===== src/rtl/msr_pkg.sv =====
package msr_pkg;
    localparam int NUM_LINES = 4;
    localparam int IDX_CTS   = 0;
    localparam int IDX_DSR   = 1;
    localparam int IDX_RI    = 2;
    localparam int IDX_CD    = 3;

    typedef enum logic [1:0] {
        ST_RUN   = 2'd0,
        ST_DRAIN = 2'd1,
        ST_HOLD  = 2'd2
    } gate_state_e;
endpackage


===== src/rtl/msr_sync.sv =====
module msr_sync #(
    parameter int WIDTH  = 4,
    parameter int STAGES = 2
) (
    input  logic             clk,
    input  logic             rst_n,
    input  logic [WIDTH-1:0] d_i,
    output logic [WIDTH-1:0] q_o
);
    logic [WIDTH-1:0] stg [STAGES];

    // Reset to the inactive (high) pin level.
    always_ff @(posedge clk or negedge rst_n) begin
        if (!rst_n) begin
            for (int k = 0; k < STAGES; k++) stg[k] <= '1;
        end else begin
            stg[0] <= d_i;
            for (int k = 1; k < STAGES; k++) stg[k] <= stg[k-1];
        end
    end

    assign q_o = stg[STAGES-1];
endmodule


===== src/rtl/msr_chg_flag.sv =====
module msr_chg_flag #(
    parameter bit RISE_ONLY = 1'b0
) (
    input  logic clk,
    input  logic rst_n,
    input  logic stat_i,
    input  logic rd_i,
    output logic evt_o,
    output logic flag_o
);
    logic prev_q;

    generate
        if (RISE_ONLY) begin : g_rise
            assign evt_o = stat_i & ~prev_q;
        end else begin : g_any
            assign evt_o = stat_i ^ prev_q;
        end
    endgenerate

    always_ff @(posedge clk or negedge rst_n) begin
        if (!rst_n) begin
            prev_q <= 1'b0;
            flag_o <= 1'b0;
        end else begin
            prev_q <= stat_i;
            flag_o <= evt_o | (flag_o & ~rd_i);
        end
    end

    p_flag_hold_r5: assert property (@(posedge clk) disable iff (!rst_n)
        (flag_o && !rd_i) |=> flag_o);

    p_read_clears_r5: assert property (@(posedge clk) disable iff (!rst_n)
        (rd_i && (stat_i == prev_q)) |=> !flag_o);

    p_same_cycle_r6: assert property (@(posedge clk) disable iff (!rst_n)
        (rd_i && stat_i && !prev_q) |=> flag_o);

    generate
        if (RISE_ONLY) begin : g_chk_rise
            p_ri_fall_ignored_r4: assert property (@(posedge clk) disable iff (!rst_n)
                (!stat_i && prev_q && !flag_o) |=> !flag_o);
        end else begin : g_chk_any
            p_any_change_r3: assert property (@(posedge clk) disable iff (!rst_n)
                (stat_i != prev_q) |=> flag_o);
        end
    endgenerate
endmodule


===== src/rtl/msr_txgate.sv =====
module msr_txgate
    import msr_pkg::*;
(
    input  logic clk,
    input  logic rst_n,
    input  logic fc_en_i,
    input  logic cts_i,
    input  logic tx_busy_i,
    output logic tx_start_ok_o,
    output logic fc_halted_o
);
    gate_state_e state_q, state_d;
    logic        halt;

    assign halt = fc_en_i & ~cts_i;

    always_ff @(posedge clk or negedge rst_n) begin
        if (!rst_n) state_q <= ST_RUN;
        else        state_q <= state_d;
    end

    always_comb begin
        state_d = state_q;
        unique case (state_q)
            ST_RUN: begin
                if (halt) state_d = tx_busy_i ? ST_DRAIN : ST_HOLD;
            end
            ST_DRAIN: begin
                if (!halt)           state_d = ST_RUN;
                else if (!tx_busy_i) state_d = ST_HOLD;
            end
            ST_HOLD: begin
                if (!halt) state_d = ST_RUN;
            end
            default: state_d = ST_RUN;
        endcase
    end

    always_comb begin
        tx_start_ok_o = 1'b0;
        fc_halted_o   = 1'b0;
        unique case (state_q)
            ST_RUN:   tx_start_ok_o = 1'b1;
            ST_DRAIN: ;
            ST_HOLD:  fc_halted_o   = 1'b1;
            default:  ;
        endcase
    end

    p_halt_blocks_start_r9: assert property (@(posedge clk) disable iff (!rst_n)
        halt |=> !tx_start_ok_o);

    p_drain_to_hold_r9: assert property (@(posedge clk) disable iff (!rst_n)
        (state_q == ST_DRAIN && halt && !tx_busy_i) |=> fc_halted_o);

    p_no_flow_r10: assert property (@(posedge clk) disable iff (!rst_n)
        !fc_en_i |=> tx_start_ok_o);
endmodule


===== src/rtl/uart_msr_unit.sv =====
module uart_msr_unit
    import msr_pkg::*;
#(
    parameter int SYNC_STAGES = 2
) (
    input  logic       clk,
    input  logic       rst_n,
    input  logic [3:0] modem_n,
    input  logic       loopback,
    input  logic [3:0] mcr_out,
    input  logic       msr_rd,
    input  logic       msi_en,
    input  logic       fc_en,
    input  logic       tx_busy,
    output logic [7:0] msr,
    output logic       msi_irq,
    output logic       tx_start_ok,
    output logic       fc_halted
);
    logic [NUM_LINES-1:0] pin_sync;
    logic [NUM_LINES-1:0] stat;
    logic [NUM_LINES-1:0] evt;
    logic [NUM_LINES-1:0] flags;

    msr_sync #(.WIDTH(NUM_LINES), .STAGES(SYNC_STAGES)) u_sync (
        .clk   (clk),
        .rst_n (rst_n),
        .d_i   (modem_n),
        .q_o   (pin_sync)
    );

    // Loop-back bypasses the synchronizer: control outputs are already local.
    assign stat = loopback ? mcr_out : ~pin_sync;

    generate
        for (genvar i = 0; i < NUM_LINES; i++) begin : g_line
            msr_chg_flag #(.RISE_ONLY(i == IDX_RI)) u_flag (
                .clk    (clk),
                .rst_n  (rst_n),
                .stat_i (stat[i]),
                .rd_i   (msr_rd),
                .evt_o  (evt[i]),
                .flag_o (flags[i])
            );
        end
    endgenerate

    assign msr     = {stat, flags};
    assign msi_irq = msi_en & (|flags);

    msr_txgate u_gate (
        .clk           (clk),
        .rst_n         (rst_n),
        .fc_en_i       (fc_en),
        .cts_i         (stat[IDX_CTS]),
        .tx_busy_i     (tx_busy),
        .tx_start_ok_o (tx_start_ok),
        .fc_halted_o   (fc_halted)
    );

    p_irq_drop_r8: assert property (@(posedge clk) disable iff (!rst_n)
        (msr_rd && !(|evt)) |=> !msi_irq);

    p_loop_pins_ignored_r2: assert property (@(posedge clk) disable iff (!rst_n)
        (loopback && $past(loopback) && $stable(mcr_out)) |-> $stable(msr[7:4]));
endmodule


===== config.mk =====
export PLATFORM = sky130hd
export DESIGN_NAME = uart_msr_unit
export DESIGN_NICKNAME = d
export VERILOG_FILES = /design/src/rtl/msr_pkg.sv /design/src/rtl/msr_sync.sv /design/src/rtl/msr_chg_flag.sv /design/src/rtl/msr_txgate.sv /design/src/rtl/uart_msr_unit.sv
export SDC_FILE = /design/constraint.sdc
export NUM_CORES = 1
export LEC_CHECK = 0
export BUFFER_PORTS_ARGS = -buffer_cell sky130_fd_sc_hd__clkbuf_2
export CORE_UTILIZATION = 45
export CTS_CLUSTER_DIAMETER = 120
export CTS_CLUSTER_SIZE = 8
export DETAILED_ROUTE_END_ITERATION = 12
export GPL_TIMING_DRIVEN = 0
export PLACE_DENSITY = 0.75
export SYNTH_ARGS = -nofsm -noshare
export SYNTH_HDL_FRONTEND = slang
export SYNTH_HIERARCHICAL = 1
export SYNTH_SLANG_ARGS = --single-unit

===== constraint.sdc =====
create_clock -name clk -period 1.5 [get_ports clk]
set_clock_uncertainty 0.05 [all_clocks]
set_input_delay 0.075 -clock clk [delete_from_list [all_inputs] [get_ports clk]]
set_output_delay 0.075 -clock clk [all_outputs]
set_load 0.005 [all_outputs]

==> qor.yml, run 1 <==
syn_area_per_cell_sq_um: 13.8
first_pass_iters: 4
final_area_sq_um: 918
drtIter0Drc: 8
reg2regPathDepth: 3
die-width_microns: 40.7
layout_commonest_cell: "clkbuf_2"
ys_warn_count: 6
drive_gt1_share_pct: 56.0
port-buffer-count: 25
cp.arrival_ps: 1230
syn_inst: 49
grt_pass1_vias: 422
dp.cells: 89
post_cts_buffers: 0
yosysUniqueCellTypes: 15
cts_tree: "done"
antenna_left: 0
drv_cap: 0
cp_max_fo: 3
drv_slew: 0
path_class: "flop to primary output"
hold_violations: 0
finalCritPeriodShare_pct: 90.5
whs_path_depth: 3
cp-start-kind: "flop"
cts_root_buf: "clkbuf_4"
gp_congestion: 0.693
pin_count: 26
grt_usage_pct: 17.5
cts_sinks: 18
hp-start: "mcr_out[3]"
ys_seq_elements: 18
timing.reg2reg.setup_slack_ps: 260
clockBufferDepth: 2
post_drt_wl_per_cell_microns: 11.1
worst_pin_slew_ps: 410
p_per_area_nw_per_um2: 1070
crit_required_ps: 1370
overflow: 0
synth_area_sq_um: 674
drc: 0
fin_cells: 99
cts_max_level: 1
hold_path.class: "input pin to flop"
finalCriticalPeriod_ps: 1360
holdPathEnd: "g_line[3].u_flag/prev_q$_DFF_PN0_"
leakage_nw: 0.476
n_antenna_cell: 0
peakVddDrop_mv: 0.732
grt_pass1_wl_mm: 1.71
finalSetupTns_ps: 0
numCtsBuffers: 3
mostFrequentLayoutCells: "25 x clkbuf_2, 10 x dfrtp_1, 8 x dfstp_2, 6 x dlygate4sd3_1, 5 x inv_1"
antenna_found_initial: 0
drt-total-wl_mm: 1.10
via_count: 457
fmax_mhz: 737
status: "completed"
crit_start: "g_line[1].u_flag/flag_o$_DFF_PN0_"
dpl_cell_area_sq_um: 818
synth_fp_nets: 64
core-area_sq_um: 1350
slew_headroom_pct: 72.7
synth_seq_area_share_pct: 68.3
die_area_sq_um: 1660
rsz0062_at_grt: "false"
start_util_pct: 50.0
grt_max_degree: 19
r2r-start: "u_sync/q_o[0]$_DFF_PN1_"
vias_per_cell: 4.62
rows: 13
finalSetupViolCount: 0
rr_endpoint: "u_gate/state_q[1]$_DFFE_PN0P_"
dieHeight_microns: 40.7
clk_pin_slew_ps: 100
clk-insertion-delay-late_ps: 280
area_growth_pct: 36.2
setup.worst_path.end_class: "primary output"
nNetsFinal: 100
power by group:
| part | switching, W | internal [W] | total (W) |
|---|---|---|---|
| clock network | 0.000139 | 0.000148 | 0.000287 |
| logic | 0.0000577 | 0.0000780 | 0.000136 |
| registers | 0.0000246 | 0.000532 | 0.000557 |
| total | 0.000221 | 0.000758 | 0.000979 |
metrics by stage:
step / hold WS [ps] / worst slack [ps] / total power [W] / util, %
floorplan: -271 / 88.9 / 0.000619 / -
global placement: -23.7 / 14.6 / 0.000681 / 60.6
detailed placement: -23.1 / -21.4 / 0.000689 / 60.6
CTS: 12.9 / 83.0 / 0.000999 / 68.0
global route: 14.6 / 70.4 / 0.00104 / 68.0
finish: 18.4 / 143 / 0.000979 / 68.0
sequential cells by signal, indices dropped and copies added (netlist names):
name and cells:
u_sync/q_o 4, g_line.u_flag/prev_q 4, u_sync/stg 4, u_gate/state_q 2
g_line.u_flag/flag_o 4
cells by family after synthesis:
group	after synthesis	synth area share (%)
compound gates	10	11.3
xor+xnor	3	3.90
buf+inv	9	7.24
flops	18	68.3
simple gates	9	9.27
layer usage:
layer	up-vias	share of wire, %	track usage (%)	wire, microns
li1	223	-	-	-
met4	0	1.6	15.0	18
met1	217	39	18.1	433
met5	-	0	0	0
met3	2	4.6	4.89	50
met2	15	54	29.0	595
cell type report:
type	instances	area, sq um
well taps	15	18.8
inverters	5	18.8
plain buffers	4	30.0
clock buffers	4	36.3
multi-input cells	22	169
repair buffers	31	185
fillers	108	432
flip-flops and latches	18	460
Yosys cell counts (all sizes together):
cell     count  share of area (%)
dfrtp       10                 37
dfstp        8                 31
inv          5                2.8
a21o         4                4.5
buf          4                4.5
nand2        4                2.2
o21ai        4                3.0
xor2         3                3.9
nor2b        2                3.3
a2111oi      1                2.2
and2b        1                1.3
nor2         1               0.56
nor3b        1                1.9
o41a         1                1.7
worst max path at each step:
| stage | endpoint | cells after the start |
|---|---|---|
| after floorplan | g_line[0].u_flag/flag_o$_DFF_PN0_ | 4 |
| after global placement | g_line[0].u_flag/flag_o$_DFF_PN0_ | 4 |
| after detailed placement | g_line[0].u_flag/flag_o$_DFF_PN0_ | 4 |
| after CTS | msr[5] | 3 |
| after global routing | msi_irq | 2 |
| final | msi_irq | 2 |
worst max-delay path, stage by stage (launching register included):
cell and delay [ps]:
dfrtp_1 410, o41a_1 420, clkbuf_2 110
repair_timing:
item                                    in CTS  in global routing
endpoints found under the setup margin       2                  3
gates resized for setup                      2                  3
hold buffers                                 6                  0
endpoints found under the hold margin       24                  0
(Power assumes the default switching activity.)
==> run 2: changes to the inputs <==
--- a/config.mk
+++ b/config.mk
@@ -5,13 +5,14 @@
 export SDC_FILE = /design/constraint.sdc
 export NUM_CORES = 1
 export LEC_CHECK = 0
+export ABC_AREA = 1
 export BUFFER_PORTS_ARGS = -buffer_cell sky130_fd_sc_hd__clkbuf_2
-export CORE_UTILIZATION = 45
+export CORE_UTILIZATION = 46
 export CTS_CLUSTER_DIAMETER = 120
 export CTS_CLUSTER_SIZE = 8
 export DETAILED_ROUTE_END_ITERATION = 12
 export GPL_TIMING_DRIVEN = 0
-export PLACE_DENSITY = 0.75
+export PLACE_DENSITY_LB_ADDON = 0.12
 export SYNTH_ARGS = -nofsm -noshare
 export SYNTH_HDL_FRONTEND = slang
 export SYNTH_HIERARCHICAL = 1
==> qor.yml, run 2 <==
status: "completed"
drt-total-wl_mm: 1.07  # -2.6%
drv_slew: 0  # unchanged
fillers: 107  # -0.93%
die_area_sq_um: 1670  # +0.54%
multi_input_area_sq_um: 146  # -13%
gp_congestion: 0.690  # -0.39%
first_pass_iters: 2  # -2
cts_root_buf: "clkbuf_4"
finalCritPeriodShare_pct: 90.6  # +0.13 points
drtIter0Drc: 2  # -6
layout_commonest_cell: "clkbuf_2"
antenna_left: 0  # unchanged
synth_area_sq_um: 693  # +2.8%
clk_pin_slew_ps: 100  # about the same
rsz0062_at_grt: "false"
reg2regPathDepth: 5  # +2
grt_max_degree: 19  # unchanged
hold_violations: 0  # unchanged
mostFrequentLayoutCells: "25 x clkbuf_2, 17 x nand2_1, 14 x inv_1, 10 x dfrtp_1, 8 x dfstp_2"
finalSetupTns_ps: 0  # unchanged
vias_per_cell: 4.43  # -3.9%
p_per_area_nw_per_um2: 1030  # -3.5%
synth_fp_nets: 86  # +34%
cts_max_level: 1  # unchanged
die-width_microns: 40.8  # +0.27%
grt_pass1_vias: 473  # +12%
nNetsFinal: 123  # +23%
timing.reg2reg.setup_slack_ps: 370  # +110 ps
drive_gt1_share_pct: 42.1  # -14 points
peakVddDrop_mv: 0.751  # +2.7%
n_antenna_cell: 0  # unchanged
via_count: 541  # +18%
cp.arrival_ps: 1230  # about the same
overflow: 0  # unchanged
setup.worst_path.end_class: "primary output"
path_class: "flop to primary output"
grt_pass1_wl_mm: 1.69  # -1.2%
clk-insertion-delay-late_ps: 280  # about the same
pin_count: 26  # unchanged
ys_warn_count: 6  # unchanged
cp-start-kind: "flop"
p_total_w: 0.000970  # -0.86%
worst_pin_slew_ps: 415  # +5.93 ps
hpwlAfterDp_microns: 799
cts_tree: "done"
hold_ws_ps: 10.3  # -8.16 ps
syn_inst: 71  # +45%
post_drt_wl_per_cell_microns: 8.76  # -21%
fmax_mhz: 736  # -0.15%
finalCriticalPeriod_ps: 1360  # +2.00 ps
clockBufferDepth: 2  # unchanged
drv_cap: 0  # unchanged
finalSetupViolCount: 0  # unchanged
crit_required_ps: 1370  # about the same
syn_area_per_cell_sq_um: 9.76  # -29%
crit_start: "u_sync/q_o[0]$_DFF_PN1_"
grt_usage_pct: 16.4  # -1.2 points
cp_max_fo: 6  # +3
leakage_nw: 0.528  # +11%
slew_headroom_pct: 72.3  # -0.40 points
endpoint: "msr[4]"
hold_path.class: "input pin to flop"
area_growth_pct: 36.1  # about the same
numCtsBuffers: 3  # unchanged
drc: 0  # unchanged
dieHeight_microns: 40.8  # +0.27%
place_ws_ps: 205  # +227 ps
rows: 13  # unchanged
r2r-start: "u_sync/q_o[0]$_DFF_PN1_"
whs_path_depth: 3  # unchanged
layout_setup_ws_ps: 141  # -2.00 ps
core-area_sq_um: 1350  # unchanged
cts_sinks: 18  # unchanged
antenna_found_initial: 0  # unchanged
final-seq-area_sq_um: 460  # unchanged
port-buffer-count: 25  # unchanged
start_util_pct: 51.3  # +1.4 points
rr_endpoint: "u_gate/state_q[1]$_DFFE_PN0P_"
[run 2: changes by cell type in the layout (fill, tap and decap cells not counted), sizes merged]
| cell | before | now |
|---|---|---|
| a2111oi | 1 | 0 |
| a21o | 4 | 0 |
| a21oi | 0 | 1 |
| and2b | 1 | 0 |
| dlygate4sd3 | 6 | 7 |
| inv | 5 | 15 |
| nand2 | 4 | 19 |
| nand3 | 0 | 3 |
| nor2 | 1 | 6 |
| nor2b | 2 | 0 |
| nor3 | 0 | 1 |
| nor3b | 1 | 0 |
| o41a | 1 | 0 |
| xor2 | 3 | 0 |
[run 2: where the power goes]
group,leakage (nW),internal [W],switching [W]
Combinational,0.303,0.0000706,0.0000647
Clock,0.0210,0.000148,0.000139
Sequential,0.204,0.000530,0.0000190
[run 2: final cells by class]
| type | instances | area share, % |
|---|---|---|
| tap | 15 | 1.99 |
| multi-input combinational | 34 | 15.5 |
| inverter | 15 | 5.97 |
| clock buffer | 4 | 3.85 |
| sequential | 18 | 48.8 |
| buffer | 4 | 3.18 |
| timing repair buffer | 32 | 20.7 |
[run 2: worst min-delay path by stage]
stage          slack, ps  startpoint                                 to
5_1_grt               30  mcr_out[2]  g_line[2].u_flag/prev_q$_DFF_PN0_
2_1_floorplan       -270       rst_n  g_line[0].u_flag/flag_o$_DFF_PN0_
3_5_place_dp         -10       rst_n  g_line[1].u_flag/flag_o$_DFF_PN0_
3_3_place_gp         -20       rst_n  g_line[1].u_flag/flag_o$_DFF_PN0_
4_1_cts               20      msr_rd  g_line[2].u_flag/flag_o$_DFF_PN0_
6_report              10  mcr_out[1]  g_line[1].u_flag/prev_q$_DFF_PN0_
[run 2: stage by stage]
step | utilization (%) | cell area [sq um] | instances
4_1_cts | 69.9 | 943 | 122
5_1_grt | 69.9 | 943 | 122
6_report | 69.9 | 943 | 122
3_5_place_dp | 62.0 | 837 | 111
3_3_place_gp | 62.0 | 837 | 111
2_1_floorplan | - | 693 | 71
[run 2: routing by layer]
metal	vias up	routed length [microns]	global-route usage, %
met4	0	11	10.0
met5	-	0	0
li1	280	-	-
met3	2	40	4.89
met2	15	573	30.1
met1	244	444	15.5
[run 2: what timing repair did]
item                       in CTS  in global routing
hold endpoints to repair       24                  0
buffers inserted                0                  0
pin swaps                       0                  0
hold buffers                    7                  0
setup endpoints to repair       1                  3
gates cloned                    0                  0
resized for setup               1                  3
[run 2: critical path, stage by stage, from the launching register on]
cell and delay (ps):
dfstp_2 370, buf_4 110, o21ai_1 280, clkbuf_2 180
==> run 3: changes to the inputs <==
--- a/config.mk
+++ b/config.mk
@@ -5,9 +5,9 @@
 export SDC_FILE = /design/constraint.sdc
 export NUM_CORES = 1
 export LEC_CHECK = 0
-export ABC_AREA = 1
+export ABC_CLOCK_PERIOD_IN_PS = 1500
 export BUFFER_PORTS_ARGS = -buffer_cell sky130_fd_sc_hd__clkbuf_2
-export CORE_UTILIZATION = 46
+export CORE_UTILIZATION = 45
 export CTS_CLUSTER_DIAMETER = 120
 export CTS_CLUSTER_SIZE = 8
 export DETAILED_ROUTE_END_ITERATION = 12
==> qor.yml, run 3 (synthesis gave the netlist of run 1 again) <==
dieHeight_microns: 40.7  # -0.27%
vias_per_cell: 4.46  # +0.68%
area_growth_pct: 36.2  # about the same
pin_count: 26  # unchanged
die-width_microns: 40.7  # -0.27%
finalSetupViolCount: 0  # unchanged
cp-start-kind: "flop"
slowest_delay_ps: 370  # about the same
grt_pass1_vias: 309  # -35%
grt_pass1_wl_mm: 1.25  # -26%
grt_usage_pct: 12.3  # -4.1 points
antenna_found_initial: 0  # unchanged
core-area_sq_um: 1350  # unchanged
finalCritPeriodShare_pct: 91.9  # +1.2 points
clk_pin_slew_ps: 100  # about the same
p_per_area_nw_per_um2: 1070  # +4.0%
layout_setup_ws_ps: 122  # -18.6 ps
leakage_nw: 0.476  # -9.9%
cp.arrival_ps: 1250  # +20 ps
start_util_pct: 50.0  # -1.4 points
crit_required_ps: 1370  # about the same
overflow: 0  # unchanged
drtIter0Drc: 5  # +3
peakVddDrop_mv: 0.529  # -30%
hold_violations: 0  # unchanged
cts_tree: "done"
antenna_left: 0  # unchanged
drc: 0  # unchanged
final-seq-area_sq_um: 460  # unchanged
first_pass_iters: 2  # unchanged
cts_root_buf: "clkbuf_4"
nNetsFinal: 100  # -19%
post_drt_wl_per_cell_microns: 9.73  # +11%
drive_gt1_share_pct: 56.0  # +14 points
die_area_sq_um: 1660  # -0.54%
finalCriticalPeriod_ps: 1380  # +18.6 ps
numCtsBuffers: 3  # unchanged
status: "completed"
cts_sinks: 18  # unchanged
hpwlAfterDp_microns: 670  # -16%
fillers: 101  # -5.6%
cp_max_fo: 3  # -3
port-buffer-count: 25  # unchanged
layout_commonest_cell: "clkbuf_2"
fmax_mhz: 726  # -1.4%
place_ws_ps: 9.37  # -196 ps
worst_pin_slew_ps: 420  # +4.85 ps
drv_slew: 0  # unchanged
setup.worst_path.end_class: "primary output"
crit_slowest_cell: "dfstp_2"
clk-insertion-delay-late_ps: 280  # about the same
hold_path.class: "input pin to flop"
multi_input_area_sq_um: 169  # +15%
drv_cap: 0  # unchanged
post_cts_buffers: 0  # unchanged
grt_max_degree: 19  # unchanged
finalSetupTns_ps: 0  # unchanged
cp_cell_sequence: "buf_4 -> o21ai_0 -> clkbuf_2"
n_antenna_cell: 0  # unchanged
rsz0062_at_grt: "false"
cts_max_level: 1  # unchanged
mostFrequentLayoutCells: "25 x clkbuf_2, 10 x dfrtp_1, 8 x dfstp_2, 6 x dlygate4sd3_1, 5 x inv_1"
clockBufferDepth: 2  # unchanged
drt-total-wl_microns: 963  # -9.9%
gp_congestion: 0.711  # +3.0%
path_class: "flop to primary output"
via_count: 442  # -18%
rows: 13  # unchanged
slew_headroom_pct: 72.0  # -0.32 points
run 3: changes by cell type in the layout (fill, tap and decap cells not counted), sizes merged, moves of 2 or more:
| cell | change |
|---|---|
| nand2 | -15 |
| inv | -10 |
| nor2 | -5 |
| a21o | +4 |
| nand3 | -3 |
| xor2 | +3 |
| nor2b | +2 |
run 3: final timing paths:
path	startpoint	to	slack, ps	cells past startpoint
worst max-delay path	u_sync/q_o[2]$_DFF_PN1_	msr[6]	120	3
worst min-delay path	mcr_out[1]	g_line[1].u_flag/prev_q$_DFF_PN0_	10	3
worst max register to register	u_sync/q_o[2]$_DFF_PN1_	g_line[2].u_flag/flag_o$_DFF_PN0_	300	4
worst min register to register	u_sync/stg[4]$_DFF_PN1_	u_sync/q_o[0]$_DFF_PN1_	310	0
max in group asynchronous	rst_n	u_sync/q_o[0]$_DFF_PN1_	880	2
min in group asynchronous	rst_n	g_line[3].u_flag/flag_o$_DFF_PN0_	190	2
run 3: power by group:
group | switching, W | internal [W] | leakage, nW
combinational | 0.0000560 | 0.0000777 | 0.252
sequential | 0.0000233 | 0.000532 | 0.203
clock | 0.000146 | 0.000148 | 0.0210
run 3: timing repair:
action / CTS / global route
endpoints found under the setup margin: 2 / 3
hold endpoints to repair: 24 / 0
gates resized for setup: 1 / 3
hold buffers: 6 / 0
run 3: final cells by class:
cell class                      instances  area share, %
Sequential cell                        18           50.1
Timing Repair Buffer                   31           20.2
Multi-Input combinational cell         22           18.4
Clock buffer                            4           3.95
Buffer                                  4           3.27
Inverter                                5           2.04
Tap cell                               15           2.04
run 3: metal layers:
metal / share of wire, % / track usage [%] / routed length (microns)
met5: 0 / 0 / 0
met4: 0 / 7.50 / 0
met2: 45 / 17.9 / 435
met3: 5.2 / 4.89 / 50
met1: 50 / 15.3 / 478
run 3: critical path, delay by kind of cell, from the launching register on:
kind,cells,cell delay [ps]
buffers and inverters,2,290
AO/OA/AOI/OAI,1,300
flip-flops,1,370
run 3: stage by stage:
| stage | util (%) | instances | instance area (sq um) | power, W | hold slack (ps) |
|---|---|---|---|---|---|
| after CTS | 67.7 | 99 | 915 | 0.000993 | 12.7 |
| after detailed placement | 60.6 | 89 | 818 | 0.000686 | -20.5 |
| after floorplan | - | 49 | 674 | 0.000619 | -271 |
| after global routing | 68.0 | 99 | 918 | 0.00104 | 19.6 |
| after global placement | 60.6 | 89 | 818 | 0.000682 | -19.8 |
| final | 68.0 | 99 | 918 | 0.000983 | 10.3 |
